==> src/rtl/swr_pkg.sv <==
package swr_pkg;
  localparam logic [7:0] DIR_BASE   = 8'h00;
  localparam logic [7:0] SHD_BASE   = 8'h10;
  localparam logic [7:0] CMD_A_ADDR = 8'h14;
  localparam logic [7:0] CMD_B_ADDR = 8'h15;
  localparam int         NBANK      = 2;
endpackage

==> src/rtl/swr_cmd_ctrl.sv <==
module swr_cmd_ctrl #(
  parameter int CODE_W = 5,
  parameter int NSW    = 16
) (
  input  logic              clk,
  input  logic              rst_n,
  input  logic              shdn_n,
  input  logic              wr_a,
  input  logic              wr_b,
  input  logic [CODE_W-1:0] wcode,
  output logic              exec,
  output logic [CODE_W-1:0] code_a,
  output logic [CODE_W-1:0] code_b
);
  localparam logic [CODE_W-1:0] HOLD_CODE = CODE_W'(NSW + 2);

  logic              pend;
  logic [CODE_W-1:0] lat;

  always_ff @(posedge clk or negedge rst_n) begin
    if (!rst_n) begin
      pend <= 1'b0;
      lat  <= '0;
    end else if (!shdn_n) begin
      pend <= 1'b0;
      lat  <= '0;
    end else if (wr_b) begin
      pend <= 1'b0;
      lat  <= '0;
    end else if (wr_a) begin
      pend <= 1'b1;
      lat  <= wcode;
    end
  end

  assign exec   = wr_b;
  assign code_b = wcode;
  assign code_a = pend ? lat : HOLD_CODE;

  // the bank A latch never survives an execution
  assert_latch_cleared_R8: assert property (@(posedge clk) disable iff (!rst_n)
    exec |=> !pend);
  // a bank A command stays pending until the bank B byte arrives
  assert_a_pending_R7: assert property (@(posedge clk) disable iff (!rst_n)
    (wr_a && !wr_b && shdn_n) |=> (pend && lat == $past(wcode)));
endmodule

==> src/rtl/swr_bank.sv <==
module swr_bank #(
  parameter int NSW    = 16,
  parameter int BW     = 8,
  parameter int CODE_W = 5
) (
  input  logic              clk,
  input  logic              rst_n,
  input  logic              shdn_n,
  input  logic [NSW/BW-1:0] dir_we,
  input  logic [NSW/BW-1:0] shd_we,
  input  logic [BW-1:0]     wdata,
  input  logic              bulk_we,
  input  logic [NSW-1:0]    bulk_word,
  input  logic              exec,
  input  logic [CODE_W-1:0] code,
  output logic [NSW-1:0]    dir,
  output logic [NSW-1:0]    shd
);
  localparam int NB = NSW / BW;
  localparam logic [CODE_W-1:0] CLR_CODE = CODE_W'(NSW);
  localparam logic [CODE_W-1:0] CPY_CODE = CODE_W'(NSW + 1);

  logic [NSW-1:0] cmd_next;

  always_comb begin
    cmd_next = dir;
    if (code < CLR_CODE)       cmd_next = NSW'(1) << code;
    else if (code == CLR_CODE) cmd_next = '0;
    else if (code == CPY_CODE) cmd_next = shd;
  end

  always_ff @(posedge clk or negedge rst_n) begin
    if (!rst_n) begin
      dir <= '0;
    end else if (!shdn_n) begin
      dir <= '0;
    end else if (bulk_we) begin
      dir <= bulk_word;
    end else if (exec) begin
      dir <= cmd_next;
    end else begin
      for (int i = 0; i < NB; i++)
        if (dir_we[i]) dir[i*BW +: BW] <= wdata;
    end
  end

  generate
    for (genvar g = 0; g < NB; g++) begin : g_shd_lane
      always_ff @(posedge clk or negedge rst_n) begin
        if (!rst_n)                  shd[g*BW +: BW] <= '0;
        else if (!shdn_n)            shd[g*BW +: BW] <= '0;
        else if (shd_we[g] && !bulk_we) shd[g*BW +: BW] <= wdata;
      end
    end
  endgenerate

  // one-hot command leaves exactly one switch closed
  assert_onehot_R3: assert property (@(posedge clk) disable iff (!rst_n)
    (exec && shdn_n && !bulk_we && code < CLR_CODE) |=> $countones(dir) == 1);
  // clear command opens the bank
  assert_clear_R4: assert property (@(posedge clk) disable iff (!rst_n)
    (exec && shdn_n && !bulk_we && code == CLR_CODE) |=> dir == '0);
  // copy command takes the staging value of the previous cycle
  assert_copy_R5: assert property (@(posedge clk) disable iff (!rst_n)
    (exec && shdn_n && !bulk_we && code == CPY_CODE) |=> dir == $past(shd));
  // remaining codes hold the bank
  assert_hold_R6: assert property (@(posedge clk) disable iff (!rst_n)
    (exec && shdn_n && !bulk_we && code > CPY_CODE) |=> $stable(dir));
  // staging writes alone never move the switches
  assert_shadow_isolated_R2: assert property (@(posedge clk) disable iff (!rst_n)
    (shdn_n && !bulk_we && !exec && dir_we == '0) |=> $stable(dir));
  // shutdown empties the bank
  assert_shutdown_clear_R10: assert property (@(posedge clk) disable iff (!rst_n)
    !shdn_n |=> (dir == '0 && shd == '0));
  // bulk load wins
  assert_bulk_load_R11: assert property (@(posedge clk) disable iff (!rst_n)
    (bulk_we && shdn_n) |=> dir == $past(bulk_word));
endmodule

==> src/rtl/dual_bank_switch_regs.sv <==
module dual_bank_switch_regs
  import swr_pkg::*;
#(
  parameter int NSW = 16,
  parameter int BW  = 8
) (
  input  logic                 clk,
  input  logic                 rst_n,
  input  logic                 shdn_n,
  input  logic                 reg_valid,
  output logic                 reg_ready,
  input  logic [7:0]           reg_addr,
  input  logic [BW-1:0]        reg_wdata,
  input  logic [7:0]           rd_addr,
  output logic [BW-1:0]        rd_data,
  input  logic                 bulk_valid,
  output logic                 bulk_ready,
  input  logic [NBANK*NSW-1:0] bulk_data,
  output logic [NSW-1:0]       sw_a,
  output logic [NSW-1:0]       sw_b
);
  localparam int NB     = NSW / BW;
  localparam int CODE_W = $clog2(NSW + 2);

  logic              byte_go, bulk_go, exec;
  logic [CODE_W-1:0] code_a, code_b;
  logic [CODE_W-1:0] bank_code [NBANK];
  logic [NSW-1:0]    dir_v [NBANK];
  logic [NSW-1:0]    shd_v [NBANK];
  logic [NB-1:0]     dir_we [NBANK];
  logic [NB-1:0]     shd_we [NBANK];

  assign reg_ready  = 1'b1;
  assign bulk_ready = 1'b1;
  assign bulk_go    = bulk_valid && shdn_n;
  assign byte_go    = reg_valid && shdn_n && !bulk_valid;

  swr_cmd_ctrl #(.CODE_W(CODE_W), .NSW(NSW)) u_cmd (
    .clk    (clk),
    .rst_n  (rst_n),
    .shdn_n (shdn_n),
    .wr_a   (byte_go && reg_addr == CMD_A_ADDR),
    .wr_b   (byte_go && reg_addr == CMD_B_ADDR),
    .wcode  (reg_wdata[CODE_W-1:0]),
    .exec   (exec),
    .code_a (code_a),
    .code_b (code_b)
  );

  assign bank_code[0] = code_a;
  assign bank_code[1] = code_b;

  generate
    for (genvar b = 0; b < NBANK; b++) begin : g_bank
      for (genvar i = 0; i < NB; i++) begin : g_lane
        assign dir_we[b][i] = byte_go && reg_addr == 8'(int'(DIR_BASE) + b*NB + i);
        assign shd_we[b][i] = byte_go && reg_addr == 8'(int'(SHD_BASE) + b*NB + i);
      end
      swr_bank #(.NSW(NSW), .BW(BW), .CODE_W(CODE_W)) u_bank (
        .clk       (clk),
        .rst_n     (rst_n),
        .shdn_n    (shdn_n),
        .dir_we    (dir_we[b]),
        .shd_we    (shd_we[b]),
        .wdata     (reg_wdata),
        .bulk_we   (bulk_go),
        .bulk_word (bulk_data[b*NSW +: NSW]),
        .exec      (exec),
        .code      (bank_code[b]),
        .dir       (dir_v[b]),
        .shd       (shd_v[b])
      );
    end
  endgenerate

  assign sw_a = dir_v[0];
  assign sw_b = dir_v[1];

  always_comb begin
    rd_data = '0;
    for (int b = 0; b < NBANK; b++) begin
      for (int i = 0; i < NB; i++) begin
        if (rd_addr == 8'(int'(DIR_BASE) + b*NB + i)) rd_data = dir_v[b][i*BW +: BW];
        if (rd_addr == 8'(int'(SHD_BASE) + b*NB + i)) rd_data = shd_v[b][i*BW +: BW];
      end
    end
  end

  // latching the bank A command touches neither output
  assert_cmd_a_quiet_R7: assert property (@(posedge clk) disable iff (!rst_n)
    (byte_go && reg_addr == CMD_A_ADDR) |=> ($stable(sw_a) && $stable(sw_b)));
  // outputs are zero one cycle into shutdown
  assert_shutdown_outputs_R10: assert property (@(posedge clk) disable iff (!rst_n)
    !shdn_n |=> (sw_a == '0 && sw_b == '0));
endmodule

==> config.mk <==
export PLATFORM = sky130hd
export DESIGN_NAME = dual_bank_switch_regs
export DESIGN_NICKNAME = d
export VERILOG_FILES = /design/src/rtl/swr_pkg.sv /design/src/rtl/swr_cmd_ctrl.sv /design/src/rtl/swr_bank.sv /design/src/rtl/dual_bank_switch_regs.sv
export SDC_FILE = /design/constraint.sdc
export NUM_CORES = 1
export LEC_CHECK = 0
export BUFFER_PORTS_ARGS = -buffer_cell sky130_fd_sc_hd__buf_2
export CAP_MARGIN = 20
export CORE_MARGIN = 4
export CORE_UTILIZATION = 31
export DETAILED_ROUTE_END_ITERATION = 8
export HOLD_SLACK_MARGIN = 0.08
export PLACE_DENSITY = 0.57
export SYNTH_ARGS = -nofsm -noshare
export SYNTH_HDL_FRONTEND = slang
export SYNTH_SLANG_ARGS = --single-unit
==> constraint.sdc <==
create_clock -name clk -period 2.7 [get_ports clk]
set_input_delay 0.54 -clock clk [delete_from_list [all_inputs] [get_ports clk]]
set_output_delay 0.54 -clock clk [all_outputs]
set_load 0.05 [all_outputs]
# ---- Word level (Yosys, flattened, before mapping)
# Index checks and enable logic that the tools add are counted.
dict set report classes {
  n_shift 2
  reduce_logical 25
  n_mux 39
  n_lt_le_gt_ge 2
  n_eq_ne 31
}
# cell n
set ops {}
lappend ops {{16-bit two-way mux} 12}
lappend ops {{8-bit two-way mux} 20}
lappend ops {{8-bit by 5-bit == test with 1-bit output (second input constant)} 10}
lappend ops {{8-bit by 2-bit == test with 1-bit output (second input constant)} 4}
lappend ops {{1-bit by 5-bit << shifter with 16-bit output (first input constant)} 2}
lappend ops {{5-bit == test (second input constant)} 4}
lappend ops {{5-bit two-way mux} 4}
lappend ops {{1-bit logical AND} 17}
lappend ops {{8-bit by 1-bit == test with 1-bit output (second input constant)} 2}
lappend ops {{8-bit zero test} 2}
lappend ops {{4-bit by 1-bit inequality test with 1-bit output (second input constant)} 4}
lappend ops {{6-bit by 2-bit inequality test with 1-bit output (second input constant)} 2}
lappend ops {{5-bit < comparator (second input constant)} 2}
lappend ops {{2-bit by 1-bit inequality test with 1-bit output (second input constant)} 4}
lappend ops {{2-bit AND reduction} 4}
lappend ops {{1-bit two-way mux} 3}
lappend ops {{3-bit by 1-bit inequality test with 1-bit output (second input constant)} 1}
lappend ops {{1-bit zero test} 2}
dict set report word_totals {
  input_bits 61
  out_inout_bits 42
  wordCells 109
  reg_bits 70
}

# ---- Longest topological paths before layout
# Gate-level depths: netlist of the first run.
dict set report logic_depth {
  depth_word 9
  ltp_mapped 8
  depth_no_buf 5
}

# ---- Modules after synthesis
# From an unflattened synthesis of the first run, not the netlist that was laid out.
dict set report unflattened {
  hier_cells 483
  hier_area_um2 4759.6
}
# module seq_area_each_um2 instances area_per_inst_um2 cells_each
set modules_own_cells {}
lappend modules_own_cells {swr_bank 800.8 2 1831.8 169}
lappend modules_own_cells {dual_bank_switch_regs 0.0 1 775.7 114}
lappend modules_own_cells {swr_cmd_ctrl 150.1 1 320.3 31}

# ---- Worst setup path before layout of the first run
# No wires, ideal clock.
dict set report synth_timing {
  path_kind {input port to output port}
  startpoint {in rd_addr[4]}
  endpoint {out rd_data[1]}
  path_slack_ns -0.425
  arrival_time_ns 2.585
  path_stages 5
  t_required_ns 2.160
  n_path_buf 3
  cell_sequence {clkbuf_1 -> clkbuf_1 -> clkbuf_1 -> nand4_1 -> a31oi_1}
}
dict set report synth_via {
  elab_chain_cells 9
  elab_cells_between_ends 16
  classes_between {eq/ne: 7; mux: 8; reduce/logical: 1}
}
# element line
set synth_rtl {}
lappend synth_rtl {{start: declaration} dual_bank_switch_regs.sv:14} ;# input logic [7:0] rd_addr,
lappend synth_rtl {{8-bit zero test} dual_bank_switch_regs.sv:83} ;# if (rd_addr == 8'(int'(DIR_BASE) + b*NB + i)) rd_data = dir_v[b][i*BW +: BW];
lappend synth_rtl {{8-bit two-way mux} dual_bank_switch_regs.sv:83}
lappend synth_rtl {{8-bit two-way mux} dual_bank_switch_regs.sv:84} ;# if (rd_addr == 8'(int'(SHD_BASE) + b*NB + i)) rd_data = shd_v[b][i*BW +: BW];
lappend synth_rtl {{8-bit two-way mux} dual_bank_switch_regs.sv:83}
lappend synth_rtl {{8-bit two-way mux} dual_bank_switch_regs.sv:84}
lappend synth_rtl {{8-bit two-way mux} dual_bank_switch_regs.sv:83}
lappend synth_rtl {{8-bit two-way mux} dual_bank_switch_regs.sv:84}
lappend synth_rtl {{8-bit two-way mux} dual_bank_switch_regs.sv:83}
lappend synth_rtl {{8-bit two-way mux (*)} dual_bank_switch_regs.sv:84}
lappend synth_rtl {{end: declaration} dual_bank_switch_regs.sv:15} ;# output logic [BW-1:0] rd_data,
# Mark *: on every way between the ends. The rest lies on a longest branch, timed or not.

# ---- Worst setup path after layout of the first run
dict set report layout_timing {
  startpoint {in rd_addr[0]}
  endpoint {out rd_data[7]}
}
# The elaborated chain is that of the path after synthesis.

==> out/results.txt, run 1 <==
Port Buffers: 100
Drt drc: 0
Final global-route overflow total: 0
Yosys warning total: 0
ANT nets after route: 0
Layout Skew: 0.00546 ns
Met3 track demand over resource: 5.18%
Crit start category: input pin
Most numerous cell in the Yosys netlist: dfrtp_1
Number of primary I/O pins: 103
Max cap viols: 0
Setup bufs post-CTS: 0
Final min period: 2.58 ns
WP data arrival: 2.04 ns
Die Span X: 134 um
Via count: 4855
# setup viols final: 0
Core region area: 0.0154 mm^2
Seq/Total Area, Yosys: 35.4%
Highest Clock Rate: 0.388 GHz
Period utilization: 95.5%
CTS tree: built
Clock Sinks: 70
Critical Path Sink Type: output pin
Row count: 45
Max FO, Critical Path: 20
DP HPWL: 13.8 mm
Hold Vio Cnt, Final: 0
Final nets: 692
GRT Overall Usage: 19.9%
Maximum vdd drop: 0.343 mV
EDFF count, synth: 0
Status: finished, final reports clean
Met2 Use GR: 30.4%
Design area: 0.00606 mm^2
Top-area cell type share of the netlist area: 35.4%
FF-to-FF path depth: 5
Mapped cell area: 0.00495 mm^2
Gpl congestion: 0.924
Unrepaired setup endpoints after global routing: no
Drt pass-1 iters: 5
Starting density of the core: 32.1%
Synth top area cells: dfrtp_1, mux2i_1, nor2b_1
Crit Path Class: input pin to output pin
Global-route wire length before repair: 27.9 mm
Max-slew violation count: 0
Largest area contributor in the netlist: dfrtp_1
Worst-margin pin slew: 0.631 ns
Routed wire length per instance: 21.2 um
Pwr Density: 492 mW/mm^2
Vias per cell: 5.73
Die Area: 0.0180 mm^2
Syn Area/Cell: 9.13 um^2
DIE HEIGHT: 134 um
Clock buffer depth: 2
Fillers: 1591
Cell variety after synth: 71
CTS clock-pin slew for the worst setup and hold paths: 0.06 ns
Asr flop ratio synth: 100%
Leak: 2.64 nW
Synth Flop Type: dfrtp_1
Pin count of the biggest net entering global routing: 48
Post-synthesis register bit count: 70
H-Tree Depth: 3
Slew HR: 57.9%
Share of cells above drive strength 1: 28.9%
Hold Path Class: input pin to async pin
Post-CTS Hold Buffers: 0
Area overhead of the layout relative to synthesis: 22.6%
Initial antenna violation count: 1
Drt initial violations: 396
Met1 usage: 28.5%
Gr busiest metal: met2
CTS Root Cell: clkbuf_16
Diodes inserted: 0
Worst path required time: 2.16 ns
Power Total: 2.99 mW
CTS Buf Count: 9
Skew-Pair Late Insertion Delay: 0.33 ns
Vias in the first global route: 4652
Routed wire length: 18.0 mm
Synthesized instance count: 542
Top post-synthesis cells by count: dfrtp_1, nand2_1, nor2b_1
Dpl cell area: 0.00576 mm^2
per-layer routing:
| layer | up-vias | routed length (um) | part of all wire [%] |
|---|---|---|---|
| li1 | 2218 | - | - |
| met1 | 2365 | 7890 | 44 |
| met2 | 255 | 8210 | 46 |
| met3 | 15 | 1680 | 9.3 |
| met4 | 2 | 199 | 1.1 |
| met5 | - | 13 | 0.072 |
through the flow:
stage | TNS (ns) | instances | hold WS (ns) | utilization, % | setup WS (ns)
2_1_floorplan | -0.0748 | 543 | 0.244 | - | -0.0206
3_3_place_gp | 0 | 831 | 0.522 | 37.3 | 0.165
3_5_place_dp | 0 | 831 | 0.515 | 37.3 | 0.132
4_1_cts | 0 | 847 | 0.227 | 39.3 | 0.131
5_1_grt | 0 | 847 | 0.251 | 39.3 | 0.0198
6_report | 0 | 847 | 0.213 | 39.3 | 0.123
critical path: stages:
cell	delay, ns
buf_2	0.33
buf_4	0.25
mux2i_1	0.23
nor2_1	0.06
o221ai_1	0.28
a31oi_4	0.12
buf_2	0.23
path summary, 6_finish.rpt:
check	to	slack [ns]	from
hold / removal	g_bank[0].u_bank.dir[7]	0.21	rst_n
setup reg to reg	g_bank[0].u_bank.dir[12]	0.43	u_cmd.lat[1]
hold reg to reg	g_bank[1].u_bank.dir[1]	0.53	g_bank[1].u_bank.dir[1]
min in group clk	g_bank[1].u_bank.dir[3]	0.46	bulk_data[19]
max in group asynchronous	g_bank[0].u_bank.shd[9]	1.82	rst_n
setup / recovery	rd_data[7]	0.12	rd_addr[0]
final cells by class:
type	count	area (um^2)	share of cell area, %
Inverter	4	15.0	0.248
Clock inverter	5	58.8	0.970
Tap cell	211	264	4.35
Multi-Input combinational cell	414	2970	49.1
Clock buffer	11	243	4.00
Timing Repair Buffer	132	757	12.5
Sequential cell	70	1750	28.9
logic make-up (layout without fill, tap and decap cells):
kind of cell	after synthesis	after routing	share of synthesized area, %
compound gates	157	157	23.4
simple gates	200	200	22.8
flops	70	70	35.4
buf+inv	59	152	5.69
mux	54	54	12.5
xor+xnor	1	1	0.177
other cells	1	2	0.0758
state kept, by name, summed over array words and instances (netlist names):
name               cells
g_bank.u_bank.dir     32
g_bank.u_bank.shd     32
u_cmd.lat              5
u_cmd.pend             1
power breakdown:
| part | internal, mW | switching (mW) | total [mW] |
|---|---|---|---|
| combinational | 0.198 | 0.434 | 0.632 |
| clock | 0.741 | 0.469 | 1.21 |
| sequential | 1.09 | 0.0498 | 1.14 |
| total | 2.03 | 0.953 | 2.99 |
layout by cell type, fill, tap and decap left out, drive strengths merged, types with 3 or more instances in the layout:
cell / instances
o22a: 5
a211oi: 4
o21ai: 25
nand2b: 13
and2: 3
a221o: 3
nor2: 31
o21a: 4
a2bb2oi: 5
o221ai: 3
dfrtp: 70
a31oi: 13
mux4: 5
nand3b: 7
o31ai: 6
inv: 4
a221oi: 10
nand3: 13
a21oi: 25
clkbuf: 11
a22o: 14
a31o: 4
or3: 4
a32o: 4
a22oi: 6
o211ai: 4
nand2: 48
nor3: 11
mux2i: 38
a32oi: 7
mux2: 11
buf: 132
nor3b: 4
nor2b: 43
nor4: 3
o41ai: 3
nand4: 9
repair_timing:
item / 4_1_cts / 5_1_grt
gates resized for setup: 0 / 1
hold endpoints to repair: 0 / 0
endpoints found under the setup margin: 0 / 1
Power figures use the tool's default switching activity.
==> run 2: changes to the inputs <==
Settings changed: CTS_BUF_LIST set to sky130_fd_sc_hd__clkbuf_8.
==> run 2 against run 1 <==
  * Sequential share of layout area rose by 0.49 points
  * Hold slack got worse by 0.030 ns
  * Non-clock buffer count did not move
  * Design area fell by 1.7%
  * Die area did not move
  * Via count fell by 0.39%
  * Total power fell by 11%
  * First-iteration DRC count rose by 4.0%
  * Maximum frequency barely moved
  * Clock power fell by 28%
  * Critical path type unchanged
==> out/results.txt, run 2 (synthesis results as in run 1) <==
GRT Overall Usage: 19.9%
Gpl congestion: 0.924
Unrepaired setup endpoints after global routing: no
Drt drc: 0
Status: finished, final reports clean
Pin count of the biggest net entering global routing: 48
Drt pass-1 iters: 5
Max-slew violation count: 0
DIE HEIGHT: 134 um
Area overhead of the layout relative to synthesis: 20.5%
CTS Buf Count: 9
Vias per cell: 5.71
Commonest non-fill, non-tap cell in the layout: buf_2
Commonest non-fill, non-tap cells in the layout: buf_2, dfrtp_1, nand2_1
Vias in the first global route: 4649
Worst path required time: 2.16 ns
Final min period: 2.58 ns
Ordered cell list for the critical path: buf_2 -> buf_4 -> mux2i_1 -> nor2_1 -> o221ai_1 -> a31oi_4 -> buf_2
Crit-path most repeated cell: buf_2
Period utilization: 95.4%
Die Area: 0.0180 mm^2
Port Buffers: 100
Leak: 2.60 nW
Max FO, Critical Path: 20
CTS Root Cell: clkbuf_8
Place WS: 0.132 ns
Slew HR: 58.1%
Hold Vio Cnt, Final: 0
Via count: 4836
Starting density of the core: 32.1%
Drt initial violations: 412
Post-CTS Hold Buffers: 0
CTS clock-pin slew for the worst setup and hold paths: 0.08 ns
Worst setup margin: 0.124 ns
Power Total: 2.65 mW
WP data arrival: 2.04 ns
# setup viols final: 0
Routed wire length: 17.9 mm
Diodes inserted: 0
Global-route wire length before repair: 27.8 mm
Finished Core Util: 38.6%
Final global-route overflow total: 0
Clock Sinks: 70
Maximum vdd drop: 0.224 mV
Crit-path max cell delay: 0.33 ns
Share of cells above drive strength 1: 28.9%
Layout Skew: 0.00787 ns
CTS tree: built
Pwr Density: 444 mW/mm^2
Hold Path Class: input pin to async pin
ANT nets after route: 0
Initial antenna violation count: 1
Clock buffer depth: 2
H-Tree Depth: 3
Highest Clock Rate: 0.388 GHz
Final nets: 692
Crit start category: input pin
Design area: 0.00596 mm^2
Crit Path Class: input pin to output pin
Core region area: 0.0154 mm^2
Number of primary I/O pins: 103
Critical Path Sink Type: output pin
CP max stage cell: buf_2
Dpl cells: 831
Dpl cell area: 0.00576 mm^2
Row count: 45
Routed wire length per instance: 21.2 um
Skew-Pair Late Insertion Delay: 0.36 ns
Die Span X: 134 um
Max cap viols: 0
DP HPWL: 13.8 mm
Non-Filler Instances: 847
Biggest regs: g_bank.u_bank.dir: 32 flops, g_bank.u_bank.shd: 32 flops, u_cmd.lat: 5 flops
Worst-margin pin slew: 0.629 ns
[run 2: cell types whose count changed in the layout (fill, tap and decap cells not counted)]
| cell | before | now |
|---|---|---|
| clkbuf_1 | 1 | 0 |
| clkbuf_8 | 1 | 10 |
| clkbuf_16 | 9 | 0 |
| inv_1 | 4 | 5 |
[run 2: repair_timing]
action | in CTS | in global routing
setup buffers | 0 | 0
resized for setup | 0 | 1
setup endpoints to repair | 0 | 1
[run 2: worst paths after layout]
check / start / endpoint / slack [ns] / depth (start not counted)
setup / recovery: rd_addr[0] / rd_data[7] / 0.12 / 7
hold / removal: rst_n / g_bank[0].u_bank.dir[7] / 0.18 / 1
setup reg to reg: u_cmd.lat[1] / g_bank[0].u_bank.dir[12] / 0.42 / 5
hold reg to reg: g_bank[1].u_bank.dir[1] / g_bank[1].u_bank.dir[1] / 0.53 / 1
max in group asynchronous: rst_n / g_bank[1].u_bank.dir[11] / 1.85 / 2
min in group clk: bulk_data[19] / g_bank[1].u_bank.dir[3] / 0.44 / 3
[run 2: per-stage QoR]
stage	hold WS (ns)	setup TNS [ns]
6_report	0.183	0
5_1_grt	0.221	0
4_1_cts	0.187	0
3_5_place_dp	0.515	0
3_3_place_gp	0.522	0
2_1_floorplan	0.244	-0.0748
[run 2: area by class of cell]
cell class / instances / area, um^2
sequential: 70 / 1750
inverter: 4 / 15.0
fill: 1592 / 9470
tap: 211 / 264
multi-input combinational: 414 / 2970
clock buffer: 10 / 138
timing repair buffer: 132 / 757
clock inverter: 6 / 62.6
[run 2: per-layer routing]
layer | GRT usage [%] | up-vias | wire length, um
met1 | 28.6 | 2353 | 8180
li1 | - | 2211 | -
met3 | 3.75 | 32 | 1400
met5 | 0 | - | 13
met2 | 30.1 | 238 | 7990
met4 | 6.56 | 2 | 332
[run 2: worst max-delay path, delay by kind of cell]
family	cells	cell delay [ns]
AOI/OAI and AO/OA	2	0.40
buffers and inverters	3	0.81
muxes	1	0.23
and+or+nand+nor	1	0.06
[run 2: where the power goes]
part | switching [mW] | internal, mW | total [mW] | leakage, nW
logic | 0.434 | 0.198 | 0.632 | 1.56
clock network | 0.428 | 0.448 | 0.876 | 0.0997
registers | 0.0493 | 1.09 | 1.14 | 0.934
total | 0.911 | 1.74 | 2.65 | 2.60
==> run 3: changes to the inputs <==
Settings changed: CORE_UTILIZATION 31 to 35, CTS_CLUSTER_DIAMETER set to 40, PLACE_DENSITY 0.57 to 0.62.
==> run 3 against run 2 <==
  * Clock power grew 1%
  * First-iteration DRC count is 0.73% lower
  * Cell count down 4.0%
  * Sequential share of layout area grew 0.25 points
  * Largest cell class unchanged
  * Largest power group unchanged
==> out/results.txt, run 3 (synthesis results as in run 1) <==
Core region area: 0.0139 mm^2
Final nets: 689
Skew-Pair Late Insertion Delay: 0.35 ns
# setup viols final: 0
CTS tree: built
Die Span X: 127 um
CTS Buf Count: 9
Period utilization: 97.5%
Drt drc: 0
Setup bufs post-CTS: 0
Max FO, Critical Path: 5
Crit Path Class: input pin to output pin
Biggest regs: g_bank.u_bank.dir: 32 flops, g_bank.u_bank.shd: 32 flops, u_cmd.lat: 5 flops
Layout Skew: 0.00645 ns
Reg2reg setup slack: 0.43 ns
Port Buffers: 100
Slew HR: 49.0%
Number of primary I/O pins: 103
Pwr Density: 449 mW/mm^2
CTS Root Cell: clkbuf_8
Starting density of the core: 35.6%
Pin count of the biggest net entering global routing: 71
Design area: 0.00591 mm^2
Fillers: 1427
Clock buffer depth: 2
Worst path required time: 2.16 ns
DP HPWL: 12.8 mm
Diodes inserted: 0
Dpl cell area: 0.00571 mm^2
Hold Vio Cnt, Final: 0
Worst setup margin: 0.0688 ns
Routed wire length per instance: 21.3 um
Hold Path Class: input pin to async pin
Place WS: 0.113 ns
Global-route wire length before repair: 27.7 mm
WP data arrival: 2.09 ns
DIE HEIGHT: 127 um
Clock Sinks: 70
Worst-margin pin slew: 0.758 ns
Max cap viols: 0
Initial antenna violation count: 0
Via count: 4864
Highest Clock Rate: 0.380 GHz
Vias per cell: 5.98
Crit start category: input pin
Area overhead of the layout relative to synthesis: 19.5%
Reg-to-Reg End: g_bank[0].u_bank.dir[13]
Status: finished, final reports clean
CTS clock-pin slew for the worst setup and hold paths: 0.08 ns
H-Tree Depth: 3
Row count: 43
Reg area: 0.00175 mm^2
Vias in the first global route: 4771
Multi-input gate area: 0.00297 mm^2
Drt pass-1 iters: 5
Drt initial violations: 409
Origin of the critical flop-to-flop path: u_cmd.lat[1]
Leak: 2.60 nW
Commonest non-fill, non-tap cell in the layout: buf_2
Routed wire length: 17.3 mm
Max-slew violation count: 0
ANT nets after route: 0
Commonest non-fill, non-tap cells in the layout: buf_2, dfrtp_1, nand2_1
Maximum vdd drop: 0.203 mV
FF-to-FF path depth: 5
Setup tns final: 0 ns
Final global-route overflow total: 0
Final min period: 2.63 ns
Critical Path Sink Type: output pin
Finished Core Util: 42.6%
Unrepaired setup endpoints after global routing: no
Share of cells above drive strength 1: 28.6%
Die Area: 0.0161 mm^2
Gpl congestion: 0.888
GRT Overall Usage: 21.9%
==> run 3: worst max path at each step <==
stage / from / end / cells past startpoint
final: rd_addr[5] / rd_data[0] / 7
after global routing: rd_addr[5] / rd_data[0] / 7
after CTS: rd_addr[5] / rd_data[0] / 7
after detailed placement: rd_addr[0] / rd_data[3] / 6
after global placement: rd_addr[0] / rd_data[3] / 6
after floorplan: rd_addr[5] / rd_data[0] / 4
==> run 3: report_power, final <==
part | internal, mW | switching (mW)
registers | 1.09 | 0.0440
logic | 0.195 | 0.432
clock network | 0.470 | 0.418
total | 1.76 | 0.894
==> run 3: area by class of cell <==
type	instances	area share (%)
clock buffers	11	2.56
clock inverters	5	0.825
inverters	4	0.254
multi-input cells	414	50.3
flip-flops and latches	70	29.6
well taps	180	3.81
repair buffers	129	12.6
==> run 3: stage by stage <==
stage	instances	total power, mW	hold WS (ns)
6_report	813	2.65	0.190
2_1_floorplan	543	1.56	0.244
3_5_place_dp	797	1.78	0.514
5_1_grt	813	2.75	0.225
3_3_place_gp	797	1.77	0.495
4_1_cts	813	2.66	0.220
==> run 3: metal layers <==
| metal | part of all wire [%] | vias up | GRT usage [%] |
|---|---|---|---|
| met2 | 46 | 235 | 33.3 |
| met3 | 6.2 | 21 | 3.33 |
| li1 | - | 2207 | - |
| met4 | 1.5 | 0 | 6.18 |
| met1 | 46 | 2401 | 32.2 |
| met5 | 0 | - | 0 |
==> run 3: worst max-delay path, stage by stage <==
cell and delay [ns]:
buf_2 0.09, or3_1 0.39, nor3_1 0.14, buf_4 0.19, and4b_1 0.28, a22o_1 0.17, buf_2 0.26
==> run 3: repair_timing <==
action,CTS,global route
hold buffers,0,0
setup endpoints to repair,0,5
resized for setup,0,1
